### src/rtl/bhc_pkg.sv
package bhc_pkg;

   typedef enum logic [1:0] {
      POL_FREEZE    = 2'd0,
      POL_NOT_TAKEN = 2'd1,
      POL_TAKEN     = 2'd2,
      POL_DELAYED   = 2'd3
   } bhc_policy_e;

   typedef struct packed {
      bhc_policy_e pol;
      logic        late;
      logic        annul;
      logic        hint;
   } bhc_cfg_t;

   localparam int unsigned SQ_W     = 3;
   localparam int unsigned SQ_IFID  = 0;
   localparam int unsigned SQ_IDEX  = 1;
   localparam int unsigned SQ_EXMEM = 2;
   localparam int unsigned AGE_W    = 2;

endpackage

### src/rtl/bhc_flight_track.sv
module bhc_flight_track
   import bhc_pkg::*;
#(
   parameter int unsigned AW = 32
) (
   input  logic             clk,
   input  logic             rst,
   input  logic             br_dec_i,
   input  bhc_cfg_t         cfg_i,
   input  logic [AW-1:0]    tgt_i,
   input  logic [AW-1:0]    ft_i,
   output logic             start_o,
   output logic [AGE_W-1:0] age_o,
   output bhc_cfg_t         cfg_o,
   output logic [AW-1:0]    tgt_o,
   output logic [AW-1:0]    ft_o
);

   logic [AGE_W-1:0] age_q;
   bhc_cfg_t         cfg_q;
   logic [AW-1:0]    tgt_q;
   logic [AW-1:0]    ft_q;
   logic             idle;

   assign idle    = (age_q == '0);
   assign start_o = br_dec_i & idle;
   assign age_o   = age_q;
   assign cfg_o   = start_o ? cfg_i : cfg_q;
   assign tgt_o   = start_o ? tgt_i : tgt_q;
   assign ft_o    = start_o ? ft_i  : ft_q;

   always_ff @(posedge clk) begin
      if (rst) begin
         age_q <= '0;
      end else begin
         case (age_q)
            2'd0:    age_q <= (start_o && cfg_i.late) ? 2'd1 : 2'd0;
            2'd1:    age_q <= 2'd2;
            default: age_q <= 2'd0;
         endcase
      end
   end

   always_ff @(posedge clk) begin
      if (rst) begin
         cfg_q <= '0;
         tgt_q <= '0;
         ft_q  <= '0;
      end else if (start_o) begin
         cfg_q <= cfg_i;
         tgt_q <= tgt_i;
         ft_q  <= ft_i;
      end
   end

   a_r8_cfg_frozen: assert property (@(posedge clk) disable iff (rst)
      (age_q == 2'd1) |=> ($stable(cfg_q) && $stable(tgt_q) && $stable(ft_q)));

   a_r9_flight_mid: assert property (@(posedge clk) disable iff (rst)
      (age_q == 2'd1) |=> (age_q == 2'd2));

   a_r9_flight_end: assert property (@(posedge clk) disable iff (rst)
      (age_q == 2'd2) |=> (age_q == 2'd0));

endmodule

### src/rtl/bhc_redirect_logic.sv
module bhc_redirect_logic
   import bhc_pkg::*;
#(
   parameter int unsigned AW = 32
) (
   input  logic             start_i,
   input  logic [AGE_W-1:0] age_i,
   input  bhc_cfg_t         cfg_i,
   input  logic             taken_i,
   input  logic [AW-1:0]    tgt_i,
   input  logic [AW-1:0]    ft_i,
   output logic [SQ_W-1:0]  squash_o,
   output logic             stall_o,
   output logic             redir_o,
   output logic [AW-1:0]    redir_pc_o
);

   logic mispredict;
   logic [AW-1:0] resolved_pc;

   assign mispredict  = cfg_i.annul & (cfg_i.hint != taken_i);
   assign resolved_pc = taken_i ? tgt_i : ft_i;

   always_comb begin
      squash_o   = '0;
      stall_o    = 1'b0;
      redir_o    = 1'b0;
      redir_pc_o = ft_i;
      if (start_i && !cfg_i.late) begin
         case (cfg_i.pol)
            POL_FREEZE: begin
               squash_o[SQ_IFID] = 1'b1;
               redir_o           = 1'b1;
               redir_pc_o        = resolved_pc;
            end
            POL_NOT_TAKEN, POL_TAKEN: begin
               if (taken_i) begin
                  squash_o[SQ_IFID] = 1'b1;
                  redir_o           = 1'b1;
                  redir_pc_o        = tgt_i;
               end
            end
            default: begin
               if (taken_i) begin
                  redir_o    = 1'b1;
                  redir_pc_o = tgt_i;
               end
               if (mispredict) squash_o[SQ_IFID] = 1'b1;
            end
         endcase
      end else if (start_i) begin
         case (cfg_i.pol)
            POL_FREEZE: begin
               squash_o[SQ_IFID] = 1'b1;
               redir_o           = 1'b1;
               redir_pc_o        = ft_i;
            end
            POL_TAKEN: begin
               squash_o[SQ_IFID] = 1'b1;
               redir_o           = 1'b1;
               redir_pc_o        = tgt_i;
            end
            default: begin
               redir_o = 1'b0;
            end
         endcase
      end else if (age_i == 2'd1) begin
         stall_o = (cfg_i.pol == POL_FREEZE);
      end else if (age_i == 2'd2) begin
         case (cfg_i.pol)
            POL_FREEZE: begin
               stall_o    = 1'b1;
               redir_o    = 1'b1;
               redir_pc_o = resolved_pc;
            end
            POL_NOT_TAKEN: begin
               if (taken_i) begin
                  squash_o   = '1;
                  redir_o    = 1'b1;
                  redir_pc_o = tgt_i;
               end
            end
            POL_TAKEN: begin
               if (!taken_i) begin
                  squash_o[SQ_IFID] = 1'b1;
                  squash_o[SQ_IDEX] = 1'b1;
                  redir_o           = 1'b1;
                  redir_pc_o        = ft_i;
               end
            end
            default: begin
               if (taken_i) begin
                  squash_o[SQ_IFID] = 1'b1;
                  squash_o[SQ_IDEX] = 1'b1;
                  redir_o           = 1'b1;
                  redir_pc_o        = tgt_i;
               end
               if (mispredict) squash_o[SQ_EXMEM] = 1'b1;
            end
         endcase
      end
   end

endmodule

### src/rtl/bhc_pc_reg.sv
module bhc_pc_reg #(
   parameter int unsigned   AW        = 32,
   parameter int unsigned   STEP      = 4,
   parameter logic [AW-1:0] RESET_VEC = '0
) (
   input  logic          clk,
   input  logic          rst,
   input  logic          stall_i,
   input  logic          redir_i,
   input  logic [AW-1:0] redir_pc_i,
   output logic [AW-1:0] pc_o
);

   localparam logic [AW-1:0] STEP_V = AW'(STEP);

   logic [AW-1:0] pc_q;
   logic [AW-1:0] pc_d;

   always_comb begin
      if (redir_i)      pc_d = redir_pc_i;
      else if (stall_i) pc_d = pc_q;
      else              pc_d = pc_q + STEP_V;
   end

   always_ff @(posedge clk) begin
      if (rst) pc_q <= RESET_VEC;
      else     pc_q <= pc_d;
   end

   assign pc_o = pc_q;

   a_r2_step: assert property (@(posedge clk) disable iff (rst)
      (!stall_i && !redir_i) |=> (pc_q == $past(pc_q) + STEP_V));

endmodule

### src/rtl/bhc_penalty_cnt.sv
module bhc_penalty_cnt
   import bhc_pkg::*;
#(
   parameter int unsigned CNT_W = 16
) (
   input  logic             clk,
   input  logic             rst,
   input  logic [SQ_W-1:0]  squash_i,
   input  logic             stall_i,
   output logic [CNT_W-1:0] cnt_o
);

   localparam int unsigned   SUM_W = CNT_W + 2;
   localparam logic [CNT_W-1:0] MAX = '1;

   logic [CNT_W-1:0] cnt_q;
   logic [2:0]       inc;
   logic [SUM_W-1:0] sum;

   always_comb begin
      inc = {2'b00, stall_i};
      for (int i = 0; i < int'(SQ_W); i++) begin
         inc = inc + {2'b00, squash_i[i]};
      end
      sum = {2'b00, cnt_q} + SUM_W'(inc);
   end

   always_ff @(posedge clk) begin
      if (rst)                        cnt_q <= '0;
      else if (sum > {2'b00, MAX})    cnt_q <= MAX;
      else                            cnt_q <= sum[CNT_W-1:0];
   end

   assign cnt_o = cnt_q;

   a_r10_monotone: assert property (@(posedge clk) disable iff (rst)
      (cnt_q != MAX) |=> (cnt_q >= $past(cnt_q)));

   a_r10_sat_hold: assert property (@(posedge clk) disable iff (rst)
      (cnt_q == MAX) |=> (cnt_q == MAX));

endmodule

### src/rtl/branch_fetch_ctrl.sv
module branch_fetch_ctrl
   import bhc_pkg::*;
#(
   parameter int unsigned   AW           = 32,
   parameter int unsigned   STEP         = 4,
   parameter int unsigned   CNT_W        = 16,
   parameter int unsigned   RESOLVE_MODE = 2,
   parameter logic [AW-1:0] RESET_VEC    = 32'h0000_1000
) (
   input  logic             clk,
   input  logic             rst,
   input  logic [1:0]       policy_i,
   input  logic             resolve_late_i,
   input  logic             annul_en_i,
   input  logic             br_dec_i,
   input  logic             br_hint_i,
   input  logic             br_taken_i,
   input  logic [AW-1:0]    br_target_i,
   input  logic [AW-1:0]    fallthru_pc_i,
   output logic [AW-1:0]    fetch_pc_o,
   output logic             fetch_stall_o,
   output logic             squash_ifid_o,
   output logic             squash_idex_o,
   output logic             squash_exmem_o,
   output logic [CNT_W-1:0] stall_cnt_o
);

   if (AW < 8) begin : g_chk_aw
      $error("branch_fetch_ctrl: AW must be at least 8");
   end
   if (STEP == 0 || (STEP & (STEP - 1)) != 0) begin : g_chk_step
      $error("branch_fetch_ctrl: STEP must be a power of two");
   end
   if (CNT_W < 2) begin : g_chk_cnt
      $error("branch_fetch_ctrl: CNT_W must be at least 2");
   end
   if (RESOLVE_MODE > 2) begin : g_chk_mode
      $error("branch_fetch_ctrl: RESOLVE_MODE must be 0, 1 or 2");
   end

   logic late_sel;

   if (RESOLVE_MODE == 0) begin : g_res_decode
      assign late_sel = 1'b0;
   end else if (RESOLVE_MODE == 1) begin : g_res_memory
      assign late_sel = 1'b1;
   end else begin : g_res_runtime
      assign late_sel = resolve_late_i;
   end

   bhc_cfg_t         cfg_in;
   bhc_cfg_t         cfg_eff;
   logic             start;
   logic [AGE_W-1:0] age;
   logic [AW-1:0]    tgt_eff;
   logic [AW-1:0]    ft_eff;
   logic [SQ_W-1:0]  squash;
   logic             stall;
   logic             redir;
   logic [AW-1:0]    redir_pc;

   assign cfg_in = '{pol: bhc_policy_e'(policy_i), late: late_sel,
                     annul: annul_en_i, hint: br_hint_i};

   bhc_flight_track #(.AW(AW)) u_track (
      .clk      (clk),
      .rst      (rst),
      .br_dec_i (br_dec_i),
      .cfg_i    (cfg_in),
      .tgt_i    (br_target_i),
      .ft_i     (fallthru_pc_i),
      .start_o  (start),
      .age_o    (age),
      .cfg_o    (cfg_eff),
      .tgt_o    (tgt_eff),
      .ft_o     (ft_eff)
   );

   bhc_redirect_logic #(.AW(AW)) u_redirect (
      .start_i    (start),
      .age_i      (age),
      .cfg_i      (cfg_eff),
      .taken_i    (br_taken_i),
      .tgt_i      (tgt_eff),
      .ft_i       (ft_eff),
      .squash_o   (squash),
      .stall_o    (stall),
      .redir_o    (redir),
      .redir_pc_o (redir_pc)
   );

   bhc_pc_reg #(.AW(AW), .STEP(STEP), .RESET_VEC(RESET_VEC)) u_pc (
      .clk        (clk),
      .rst        (rst),
      .stall_i    (stall),
      .redir_i    (redir),
      .redir_pc_i (redir_pc),
      .pc_o       (fetch_pc_o)
   );

   bhc_penalty_cnt #(.CNT_W(CNT_W)) u_cnt (
      .clk      (clk),
      .rst      (rst),
      .squash_i (squash),
      .stall_i  (stall),
      .cnt_o    (stall_cnt_o)
   );

   assign fetch_stall_o  = stall;
   assign squash_ifid_o  = squash[SQ_IFID];
   assign squash_idex_o  = squash[SQ_IDEX];
   assign squash_exmem_o = squash[SQ_EXMEM];

   a_r3_stall_holds_pc: assert property (@(posedge clk) disable iff (rst)
      (fetch_stall_o && !redir) |=> (fetch_pc_o == $past(fetch_pc_o)));

   a_r7_exmem_at_resolve: assert property (@(posedge clk) disable iff (rst)
      squash_exmem_o |-> (age == 2'd2));

   a_r6_slot_kept: assert property (@(posedge clk) disable iff (rst)
      (start && cfg_eff.pol == POL_DELAYED && !cfg_eff.annul) |-> !squash_ifid_o);

   a_r3_stall_only_freeze: assert property (@(posedge clk) disable iff (rst)
      fetch_stall_o |-> (cfg_eff.pol == POL_FREEZE && age != 2'd0));

endmodule

### config.mk
export PLATFORM = sky130hd
export DESIGN_NAME = branch_fetch_ctrl
export DESIGN_NICKNAME = d
export VERILOG_FILES = /design/src/rtl/bhc_pkg.sv /design/src/rtl/bhc_flight_track.sv /design/src/rtl/bhc_redirect_logic.sv /design/src/rtl/bhc_pc_reg.sv /design/src/rtl/bhc_penalty_cnt.sv /design/src/rtl/branch_fetch_ctrl.sv
export SDC_FILE = /design/constraint.sdc
export NUM_CORES = 1
export LEC_CHECK = 0
export BUFFER_PORTS_ARGS = -buffer_cell sky130_fd_sc_hd__buf_2
export CAP_MARGIN = 5
export CORE_MARGIN = 1
export CORE_UTILIZATION = 50
export DETAILED_ROUTE_END_ITERATION = 8
export PLACE_DENSITY_LB_ADDON = 0.08
export RECOVER_POWER = 25
export SLEW_MARGIN = 20
export SYNTH_ARGS = -nofsm -noshare
export SYNTH_HDL_FRONTEND = slang
export SYNTH_SLANG_ARGS = --single-unit
### constraint.sdc
create_clock -name clk -period 12 [get_ports clk]
set_input_delay 1.2 -clock clk [delete_from_list [all_inputs] [get_ports clk]]
set_output_delay 1.2 -clock clk [all_outputs]
set_load 0.01 [all_outputs]
==> results.sh, run 1 <==
export IMPL_run_status="finished with violations"
export IMPL_failed_checks="max-capacitance violations, max-slew violations"
export IMPL_vias=5846
export IMPL_routedLengthMet1_um=7862
export IMPL_io_buffers=124
export IMPL_sequential_area_share_after_synthesis_pct=37.34
export IMPL_antenna_cells=0
export IMPL_mostFrequentLayoutCell="dfxtp_1"
export IMPL_final_slew_viol_count=96
export IMPL_postSynthRegisterBits=118
export IMPL_gpl_final_weighted_congestion=0.8262
export IMPL_vdd_drop_max_uv=109.1
export IMPL_postPlaceCellArea_sq_um=7024
export IMPL_core_area_sq_um=12160
export IMPL_post_route_min_period_ns=5.950
export IMPL_route_top_layer_used="met4"
export IMPL_yosys_area_share_xor_xnor_pct=5.123
export IMPL_synthFlopType="dfxtp_1"
export IMPL_layout_worst_path_cycle_share_pct=49.58
export IMPL_final_seq_area_sq_um=2362
export IMPL_slew_limit_headroom_pct=-183.7
export IMPL_antenna_violations_before_repair=0
export IMPL_synth_mux_area_share_pct=16.20
export IMPL_synth_async_sr_flop_share_pct=0
export IMPL_groute_usage_overall_pct=27.01
export IMPL_clkLatencyLatePin_ns=0.42
export IMPL_synth_compound_area_share_pct=15.47
export IMPL_timing_critical_path_fanout_max=23
export IMPL_antenna_left=0
export IMPL_final_fill_count=1071
export IMPL_layout_drive_gt1_share_pct=20.82
export IMPL_max_freq_mhz=168.1
export IMPL_final_cell_area_sq_um=7636
export IMPL_h_tree_depth=4
export IMPL_timing_setup_tns_ns=0
export IMPL_cts_post_setup_buffers_inserted=0
export IMPL_clkSlewWorstSetupHoldPaths_ns=0.06
export IMPL_leakage_uw=0.003298
export IMPL_clk_path_buf_depth=2
export IMPL_cts_tree="built"
export IMPL_ios=125
export IMPL_cts_made_buffers=17
export IMPL_grt_start_max_net_pins=96
export IMPL_y_dimension_of_the_die_um=114.5
export IMPL_cap_viol_max_count=1
export IMPL_detail_route_wl_per_cell_um=16.87
export IMPL_floorplan_initialDensity_pct=52.02
export IMPL_post_synth_inst_count=735
export IMPL_worst_slew_pin_transition_ns=4.255
export IMPL_clk_root_buffer_cell="clkbuf_16"
export IMPL_worst_setup_path_type="input port to flip-flop"
export IMPL_met3RoutedLength_um=821
export IMPL_dp_hpwl_um=11100
export IMPL_post_synth_num_cell_types=56
export IMPL_wirelength_um=17180
export IMPL_numClockSinks=118
export IMPL_met2_length_um=8260
export IMPL_synth_adder_area_share_pct=2.809
export IMPL_drt_vias_per_instance=5.743
export IMPL_timing_critical_path_from_type="input port"
export IMPL_synth_area_sq_um=6326
export IMPL_postSynthNetCount=821
export IMPL_setup_repair_after_global_routing_missed_its_margin="no"
export IMPL_multi_input_logic_area_sq_um=3700
export IMPL_detailedRoute_firstIterationViolations=396
export IMPL_syn2layout_area_growth_pct=20.71
export IMPL_cp_data_required_time_ns=12.29
export IMPL_timing_clock_skew_ns=0.005972
export IMPL_die_x_um=114.5
export IMPL_floorplan_rows=40
export IMPL_dominant_combinational_cell_family_by_area_after_synthesis="simple AND/OR/NAND/NOR gates"
export IMPL_area_enclosed_by_the_die_boundary_sq_um=13110
export IMPL_synth_avg_cell_area_sq_um=8.607
export IMPL_synth_edff_count=0
export IMPL_setup_violations=0
export IMPL_drcViolationCount=0
export IMPL_p_per_area_nw_per_um2=153.2
export IMPL_crit_arrival_ns=6.23
export IMPL_grt_overflow=0
export IMPL_finish_net_count=923
export IMPL_final_hold_viol_count=0
export IMPL_yosysWarningCount=0
export IMPL_post_cts_resized_instances=0
export IMPL_wire_length_of_the_first_global_routing_pass_um=27260
export IMPL_worst_setup_path_end_kind="flip-flop"
export IMPL_postCtsHoldBufs=0
export IMPL_min_path_type="flip-flop to flip-flop"
export IMPL_area_fraction_in_and_or_nand_and_nor_cells_after_synthesis_pct=18.61
export IMPL_first_global_vias=5500
export IMPL_number_of_detailed_routing_iterations_run_before_antenna_repair=5
export IMPL_most_common_layout_cells="dfxtp_1, buf_2, nand2_1, mux2i_1, nor2_1"
export IMPL_finalPower_uw=1170
-- flip-flops by register name, indices dropped and copies added, names as in the netlist --
register       count
u_track.age_o      2
u_cnt.cnt_o       16
u_pc.pc_o         32
u_track.tgt_q     32
u_track.cfg_q      4
u_track.ft_q      32
-- metrics by stage --
step | hold slack, ns | setup WS (ns) | util [%] | cells
floorplan | 0.4321 | 6.108 | - | 735
global placement | 0.4413 | 5.773 | 57.74 | 986
detailed placement | 0.4473 | 5.663 | 57.76 | 986
CTS | 0.4548 | 6.095 | 63.06 | 1018
global route | 0.4885 | 5.581 | 62.79 | 1018
finish | 0.4562 | 6.050 | 62.79 | 1018
-- logic make-up after synthesis --
family,after synthesis
flops,118
mux,99
xor+xnor,37
compound gates,147
fa+ha+maj,13
simple gates,254
buf+inv,67
-- cells in the mapped netlist (9+ instances only) --
cell / n / area share (%)
a21oi_1: 56 / 4.4
and3_1: 9 / 0.89
buf_2: 14 / 1.1
clkbuf_1: 29 / 1.7
dfxtp_1: 118 / 37
ha_1: 11 / 2.2
inv_1: 17 / 1.0
mux2_2: 27 / 4.8
mux2i_1: 72 / 11
nand2_1: 97 / 5.8
nand3_1: 18 / 1.4
nand4_1: 10 / 0.99
nor2_1: 71 / 4.2
nor4_1: 9 / 0.89
o22ai_1: 28 / 2.8
o32ai_1: 24 / 3.3
xnor2_1: 17 / 2.4
xor2_1: 20 / 2.8
-- critical path, stage by stage --
cell,delay (ns)
buf_2,0.10
or3b_4,0.55
mux2i_1,0.48
ha_1,0.47
nor2_1,0.06
o21ai_0,0.07
or4b_1,0.44
nand3_1,0.12
ha_1,0.23
inv_1,0.07
fa_1,0.41
inv_1,0.07
ha_1,0.16
inv_1,0.06
fa_1,0.39
nor2b_1,0.23
o2111ai_1,0.24
or2_2,0.47
and4_1,0.22
a211oi_1,0.20
-- power breakdown --
part / switching [uW] / internal, uW
combinational: 103 / 76.4
clock: 177 / 374
sequential: 20.8 / 419
-- layer usage --
layer	vias to the layer above	GRT usage [%]
met5	-	0
met1	2802	34.93
met2	174	44.85
met3	18	4.870
li1	2852	-
met4	0	10.13
-- final timing paths --
check                    start  slack (ns)  cells past startpoint                end
max                   br_dec_i        6.05                     20    u_cnt.cnt_o[11]
min          u_track.tgt_q[30]        0.46                      2  u_track.tgt_q[30]
max reg2reg   u_track.age_o[1]        6.49                     19    u_cnt.cnt_o[11]
min reg2reg  u_track.tgt_q[30]        0.46                      2  u_track.tgt_q[30]
-- cell type report --
type                            instances  area share (%)
Clock buffer                           24           6.571
Inverter                               17          0.8357
Timing Repair Buffer                  133           8.586
Tap cell                              168           2.753
Multi-Input combinational cell        550           48.45
Clock inverter                          8           1.868
Sequential cell                       118           30.94
Note: power is estimated with default switching activity, not from simulation.
==> run 2: changes to the inputs <==
==> constraint.sdc (replaced) <==
create_clock -name clk -period 5.8 [get_ports clk]
set_input_delay 0.58 -clock clk [delete_from_list [all_inputs] [get_ports clk]]
set_output_delay 0.58 -clock clk [all_outputs]
set_load 0.01 [all_outputs]
==> run 2 against run 1 <==
Effect of this change: the run now ends clean; register-to-register slack lost 6.1 ns; die area unchanged; total power grew 93%; clock skew grew 0.0028 ns; worst setup slack worse by 5.6 ns; first-iteration DRC count down 13%; hold slack got worse by 0.025 ns; critical endpoint unchanged.
==> results.sh, run 2 (synthesized netlist as in run 1, its figures left out) <==
export IMPL_run_status="completed"
export IMPL_cap_viol_max_count=0
export IMPL_critPathMaxStageDelay_ns=0.49
export IMPL_switching_share_pct=26.85
export IMPL_worstReg2RegEnd="u_cnt.cnt_o[11]"
export IMPL_worst_path_stages=20
export IMPL_setup_repair_after_global_routing_missed_its_margin="no"
export IMPL_floorplan_rows=40
export IMPL_cts_made_buffers=17
export IMPL_die_x_um=114.5
export IMPL_layout_drive_gt1_share_pct=18.45
export IMPL_post_route_util_pct=61.98
export IMPL_final_cell_area_sq_um=7537
export IMPL_ios=125
export IMPL_y_dimension_of_the_die_um=114.5
export IMPL_io_buffers=124
export IMPL_core_area_sq_um=12160
export IMPL_first_global_vias=5611
export IMPL_cp_endpoint="u_cnt.cnt_o[11]"
export IMPL_multi_input_logic_area_sq_um=3699
export IMPL_r2r_slack_ns=0.44
export IMPL_critPathMostFrequentCell="inv_1"
export IMPL_post_cts_resized_instances=0
export IMPL_clk_path_buf_depth=2
export IMPL_h_tree_depth=4
export IMPL_cell_internal_pwr_uw=1649
export IMPL_syn2layout_area_growth_pct=19.15
export IMPL_gpl_final_weighted_congestion=0.8693
export IMPL_mostFrequentLayoutCell="dfxtp_1"
export IMPL_final_fill_count=1154
export IMPL_vdd_drop_max_uv=170.2
export IMPL_clk_root_buffer_cell="clkbuf_16"
export IMPL_worst_slew_pin_transition_ns=1.076
export IMPL_timing_reg2reg_worst_path_depth=20
export IMPL_antenna_violations_before_repair=0
export IMPL_worstSetupStartpoint="u_track.age_o[1]"
export IMPL_numClockSinks=118
export IMPL_worst_setup_path_type="flip-flop to flip-flop"
export IMPL_floorplan_initialDensity_pct=52.02
export IMPL_min_path_type="input port to flip-flop"
export IMPL_cts_tree="built"
export IMPL_clkSlewWorstSetupHoldPaths_ns=0.05
export IMPL_wirelength_um=17360
export IMPL_final_slew_viol_count=0
export IMPL_detailedRoute_firstIterationViolations=345
export IMPL_p_per_area_nw_per_um2=299.1
export IMPL_switchingPower_uw=605.3
export IMPL_antenna_left=0
export IMPL_leakage_uw=0.003192
export IMPL_worst_setup_path_end_kind="flip-flop"
export IMPL_rr_startpoint="u_track.age_o[1]"
export IMPL_power_frac_seq_pct=40.3
export IMPL_timing_critical_path_from_type="flip-flop"
export IMPL_groute_usage_overall_pct=27.34
export IMPL_drt_vias_per_instance=5.757
export IMPL_layout_worst_path_cycle_share_pct=92.42
export IMPL_cts_post_setup_buffers_inserted=0
export IMPL_postCtsHoldBufs=0
export IMPL_area_enclosed_by_the_die_boundary_sq_um=13110
export IMPL_clock_power_share_pct=43.3
export IMPL_wire_length_of_the_first_global_routing_pass_um=27870
export IMPL_timing_critical_path_fanout_max=12
export IMPL_vias=5866
export IMPL_dp_hpwl_um=11620
export IMPL_crit_arrival_ns=5.68
export IMPL_grt_start_max_net_pins=54
export IMPL_p_comb_share_pct=16.4
export IMPL_slew_limit_headroom_pct=28.27
export IMPL_postPlaceCellArea_sq_um=7046
export IMPL_final_seq_area_sq_um=2362
export IMPL_crit_family="simple AND/OR/NAND/NOR gates"
export IMPL_finish_net_count=926
export IMPL_crit_slowest_cell="or4b_1"
export IMPL_max_freq_mhz=186.5
export IMPL_timing_clock_skew_ns=0.008758
export IMPL_detail_route_wl_per_cell_um=17.04
export IMPL_antenna_cells=0
export IMPL_clkLatencyLatePin_ns=0.42
export IMPL_critPathBufInv=4
export IMPL_timing_setup_tns_ns=0
export IMPL_number_of_detailed_routing_iterations_run_before_antenna_repair=5
export IMPL_grt_overflow=0
export IMPL_drcViolationCount=0
export IMPL_worstPathCellList="or3b_4 -> mux2i_1 -> inv_1 -> ha_1 -> o31ai_1 -> a211oi_1 -> or4b_1 -> nand3_1 -> ha_1 -> inv_1 -> fa_1 -> inv_1 -> ha_1 -> inv_1 -> fa_1 -> nor2b_1 -> o2111ai_1 -> or2_2 -> and4_1 -> a211oi_1"
export IMPL_setup_violations=0
export IMPL_most_common_layout_cells="dfxtp_1, nand2_1, buf_2, mux2i_1, nor2_1"
export IMPL_cp_data_required_time_ns=6.12
export IMPL_post_route_min_period_ns=5.361
export IMPL_final_hold_viol_count=0
[run 2: metrics by stage]
| step | hold slack (ns) | std cells | total power (uW) | worst slack, ns |
|---|---|---|---|---|
| 2_1_floorplan | 0.4321 | 735 | 1170 | 0.5283 |
| 3_3_place_gp | 0.4394 | 989 | 1285 | 0.4530 |
| 3_5_place_dp | 0.4476 | 989 | 1296 | 0.2305 |
| 4_1_cts | 0.4224 | 1019 | 2267 | 0.4742 |
| 5_1_grt | 0.4356 | 1019 | 2349 | 0.06966 |
| 6_report | 0.4314 | 1019 | 2254 | 0.4395 |
[run 2: area by class of cell]
type	instances	area share, %
clock buffers	26	6.624
clock inverters	4	0.5976
inverters	17	0.8466
multi-input cells	550	49.07
flip-flops and latches	118	31.34
well taps	168	2.789
repair buffers	136	8.732
[run 2: power by group through the flow]
stage               registers (uW)  clock network [uW]  logic [uW]
floorplan                      923                   0         247
global placement               921                   0         364
detailed placement             924                   0         372
CTS                            907                 986         374
global route                   915                1030         405
finish                         909                 976         370
[run 2: worst min-delay path by stage]
stage	from	to	slack, ns	cells after the start
2_1_floorplan	u_track.tgt_q[31]	u_track.tgt_q[31]	0.43	2
3_3_place_gp	u_track.tgt_q[31]	u_track.tgt_q[31]	0.44	2
3_5_place_dp	u_track.ft_q[30]	u_track.ft_q[30]	0.45	2
4_1_cts	fallthru_pc_i[12]	u_track.ft_q[12]	0.42	3
5_1_grt	fallthru_pc_i[12]	u_track.ft_q[12]	0.44	3
6_report	br_target_i[4]	u_track.tgt_q[4]	0.43	3
[run 2: layer usage]
metal	part of all wire [%]	wire length, um	track usage (%)	up-vias
met2	48	8366	47.39	187
met3	5.2	910	4.711	18
met1	45	7858	34.00	2804
met5	0	0	0	-
met4	1.3	226	9.870	0
li1	-	-	-	2857
[run 2: worst min-delay path, delay by kind of cell]
| family | cells | cell delay, ns |
|---|---|---|
| buffers and inverters | 1 | 0.08 |
| AND/OR/NAND/NOR | 1 | 0.08 |
| multiplexers | 1 | 0.07 |
==> run 3: changes to the inputs <==
--- a/config.mk
+++ b/config.mk
@@ -7,7 +7,7 @@
 export LEC_CHECK = 0
 export BUFFER_PORTS_ARGS = -buffer_cell sky130_fd_sc_hd__buf_2
 export CAP_MARGIN = 5
-export CORE_MARGIN = 1
+export CORE_MARGIN = 2
 export CORE_UTILIZATION = 50
 export DETAILED_ROUTE_END_ITERATION = 8
 export PLACE_DENSITY_LB_ADDON = 0.08
==> run 3 against run 2 <==
Effect of this change: register-to-register slack improved by 0.02 ns; die area grew 3.5%; maximum frequency grew 0.36%; non-clock buffer count stayed put; critical endpoint unchanged; first-iteration DRC count grew 5.2%; via count fell by 0.51%; clock skew about the same; largest power group unchanged; global-route usage is 1.2 points lower; critical path type unchanged; sequential power is essentially flat; design area barely moved; combinational power about the same; routed wire length down 0.74%.
==> results.sh, run 3 (synthesized netlist as in run 1, its figures left out) <==
export IMPL_clock_power_share_pct=43.2
export IMPL_post_route_min_period_ns=5.341
export IMPL_core_area_sq_um=12470
export IMPL_worstPathCellList="or3b_4 -> mux2i_1 -> inv_1 -> ha_1 -> o31ai_1 -> a211oi_1 -> or4b_1 -> nand3_1 -> ha_1 -> inv_1 -> fa_1 -> inv_1 -> ha_1 -> inv_1 -> fa_1 -> nor2b_1 -> o2111ai_1 -> or2_2 -> and4_1 -> a211oi_1"
export IMPL_vias=5836
export IMPL_grt_start_max_net_pins=96
export IMPL_final_hold_viol_count=0
export IMPL_ios=125
export IMPL_number_of_detailed_routing_iterations_run_before_antenna_repair=5
export IMPL_antenna_violations_before_repair=0
export IMPL_mostFrequentLayoutCell="dfxtp_1"
export IMPL_rr_startpoint="u_track.age_o[0]"
export IMPL_area_enclosed_by_the_die_boundary_sq_um=13570
export IMPL_met1_usage_pct=34.59
export IMPL_met3_usage_pct=5.501
export IMPL_crit_family="simple AND/OR/NAND/NOR gates"
export IMPL_worstSetupStartpoint="u_track.age_o[0]"
export IMPL_clk_root_buffer_cell="clkbuf_16"
export IMPL_r2r_slack_ns=0.46
export IMPL_most_common_layout_cells="dfxtp_1, nand2_1, buf_2, mux2i_1, nor2_1"
export IMPL_switchingPower_uw=603.2
export IMPL_y_dimension_of_the_die_um=116.5
export IMPL_crit_slowest_cell="or4b_1"
export IMPL_p_comb_share_pct=16.4
export IMPL_dp_hpwl_um=11360
export IMPL_timing_reg2reg_worst_path_depth=20
export IMPL_hold_path_depth=3
export IMPL_wirelength_um=17230
export IMPL_crit_arrival_ns=5.66
export IMPL_fin_ws_ns=0.4589
export IMPL_detailedRoute_firstIterationViolations=363
export IMPL_clkSlewWorstSetupHoldPaths_ns=0.05
export IMPL_timing_critical_path_from_type="flip-flop"
export IMPL_timing_setup_tns_ns=0
export IMPL_cp_data_required_time_ns=6.12
export IMPL_run_status="completed"
export IMPL_timing_critical_path_fanout_max=12
export IMPL_min_path_type="input port to flip-flop"
export IMPL_vdd_drop_max_uv=197.9
export IMPL_drt_vias_per_instance=5.699
export IMPL_cell_internal_pwr_uw=1649
export IMPL_grt_use_met2_pct=41.59
export IMPL_antenna_left=0
export IMPL_setup_violations=0
export IMPL_clkLatencyLatePin_ns=0.41
export IMPL_finalPower_uw=2253
export IMPL_first_global_vias=5532
export IMPL_max_freq_mhz=187.2
export IMPL_fin_hold_ws_ns=0.4162
export IMPL_numClockSinks=118
export IMPL_critPathBufInv=4
export IMPL_cts_made_buffers=17
export IMPL_grt_overflow=0
export IMPL_worst_setup_path_end_kind="flip-flop"
export IMPL_p_per_area_nw_per_um2=298.6
export IMPL_setup_repair_after_global_routing_missed_its_margin="no"
export IMPL_layout_worst_path_cycle_share_pct=92.09
export IMPL_final_slew_viol_count=0
export IMPL_detail_route_wl_per_cell_um=16.83
export IMPL_wire_length_of_the_first_global_routing_pass_um=27530
export IMPL_hold_path_end="u_track.ft_q[30]"
export IMPL_worst_setup_path_type="flip-flop to flip-flop"
export IMPL_post_place_ws_ns=0.2278
export IMPL_worst_slew_pin_transition_ns=1.021
export IMPL_floorplan_rows=41
export IMPL_critPathMaxStageDelay_ns=0.48
export IMPL_timing_clock_skew_ns=0.009169
export IMPL_floorplan_initialDensity_pct=50.75
export IMPL_postCtsHoldBufs=0
export IMPL_post_cts_resized_instances=0
export IMPL_die_x_um=116.5
export IMPL_groute_usage_overall_pct=26.17
export IMPL_final_fill_count=1141
export IMPL_cts_post_setup_buffers_inserted=0
export IMPL_syn2layout_area_growth_pct=19.24
export IMPL_cap_viol_max_count=0
export IMPL_worstReg2RegEnd="u_cnt.cnt_o[11]"
export IMPL_global_route_peak_usage_layer="met2"
export IMPL_h_tree_depth=4
export IMPL_finish_net_count=926
export IMPL_gpl_final_weighted_congestion=0.8023
export IMPL_cts_tree="built"
export IMPL_critPathMostFrequentCell="inv_1"
export IMPL_power_frac_seq_pct=40.4
export IMPL_layout_drive_gt1_share_pct=18.68
export IMPL_clk_path_buf_depth=2
export IMPL_leakage_uw=0.003198
export IMPL_hold_start="fallthru_pc_i[30]"
export IMPL_io_buffers=124
export IMPL_drcViolationCount=0
export IMPL_slew_limit_headroom_pct=31.96
export IMPL_switching_share_pct=26.78
[run 3: cell count changes in the layout (fill, tap and decap cells not counted)]
cell,delta
nor3b_2,-1
clkbuf_1,-3
diode_2,+1
nor3b_1,+1
buf_2,+3
[run 3: cell type report]
cell class              instances  area [sq um]  share of cell area (%)
multi-input cells             550          3694                   48.96
flip-flops and latches        118          2362                   31.32
repair buffers                136         661.9                   8.774
clock buffers                  26         499.2                   6.618
well taps                     172         215.2                   2.853
inverters                      17         63.81                  0.8459
clock inverters                 4         45.04                  0.5971
diodes                          1         2.502                 0.03317
[run 3: power by group through the flow]
stage	logic, uW	clock network (uW)	registers [uW]
6_report	369	974	910
5_1_grt	407	1020	916
4_1_cts	374	986	909
3_5_place_dp	371	0	925
2_1_floorplan	247	0	923
3_3_place_gp	362	0	922
[run 3: worst max path at each step]
stage          cells past startpoint              end  slack [ns]
2_1_floorplan                     22  u_cnt.cnt_o[11]        0.53
3_3_place_gp                      21  u_cnt.cnt_o[11]        0.44
3_5_place_dp                      21  u_cnt.cnt_o[11]        0.23
4_1_cts                           20  u_cnt.cnt_o[11]        0.46
5_1_grt                           20  u_cnt.cnt_o[11]        0.08
6_report                          20  u_cnt.cnt_o[11]        0.46
[run 3: worst min-delay path: stages]
cell and delay, ns:
buf_2 0.10, nand2_1 0.05, a21oi_1 0.05
[run 3: routing by layer]
metal / up-vias / wire length (um)
met1: 2746 / 7670
met2: 217 / 8194
met3: 28 / 1085
met5: - / 0
li1: 2845 / -
met4: 0 / 282
[run 3: stage by stage]
step / instances / instance area [sq um] / util, %
3_5_place_dp: 993 / 7049 / 56.55
3_3_place_gp: 993 / 7049 / 56.55
4_1_cts: 1023 / 7594 / 60.92
2_1_floorplan: 735 / 6326 / -
5_1_grt: 1023 / 7541 / 60.49
6_report: 1024 / 7543 / 60.51
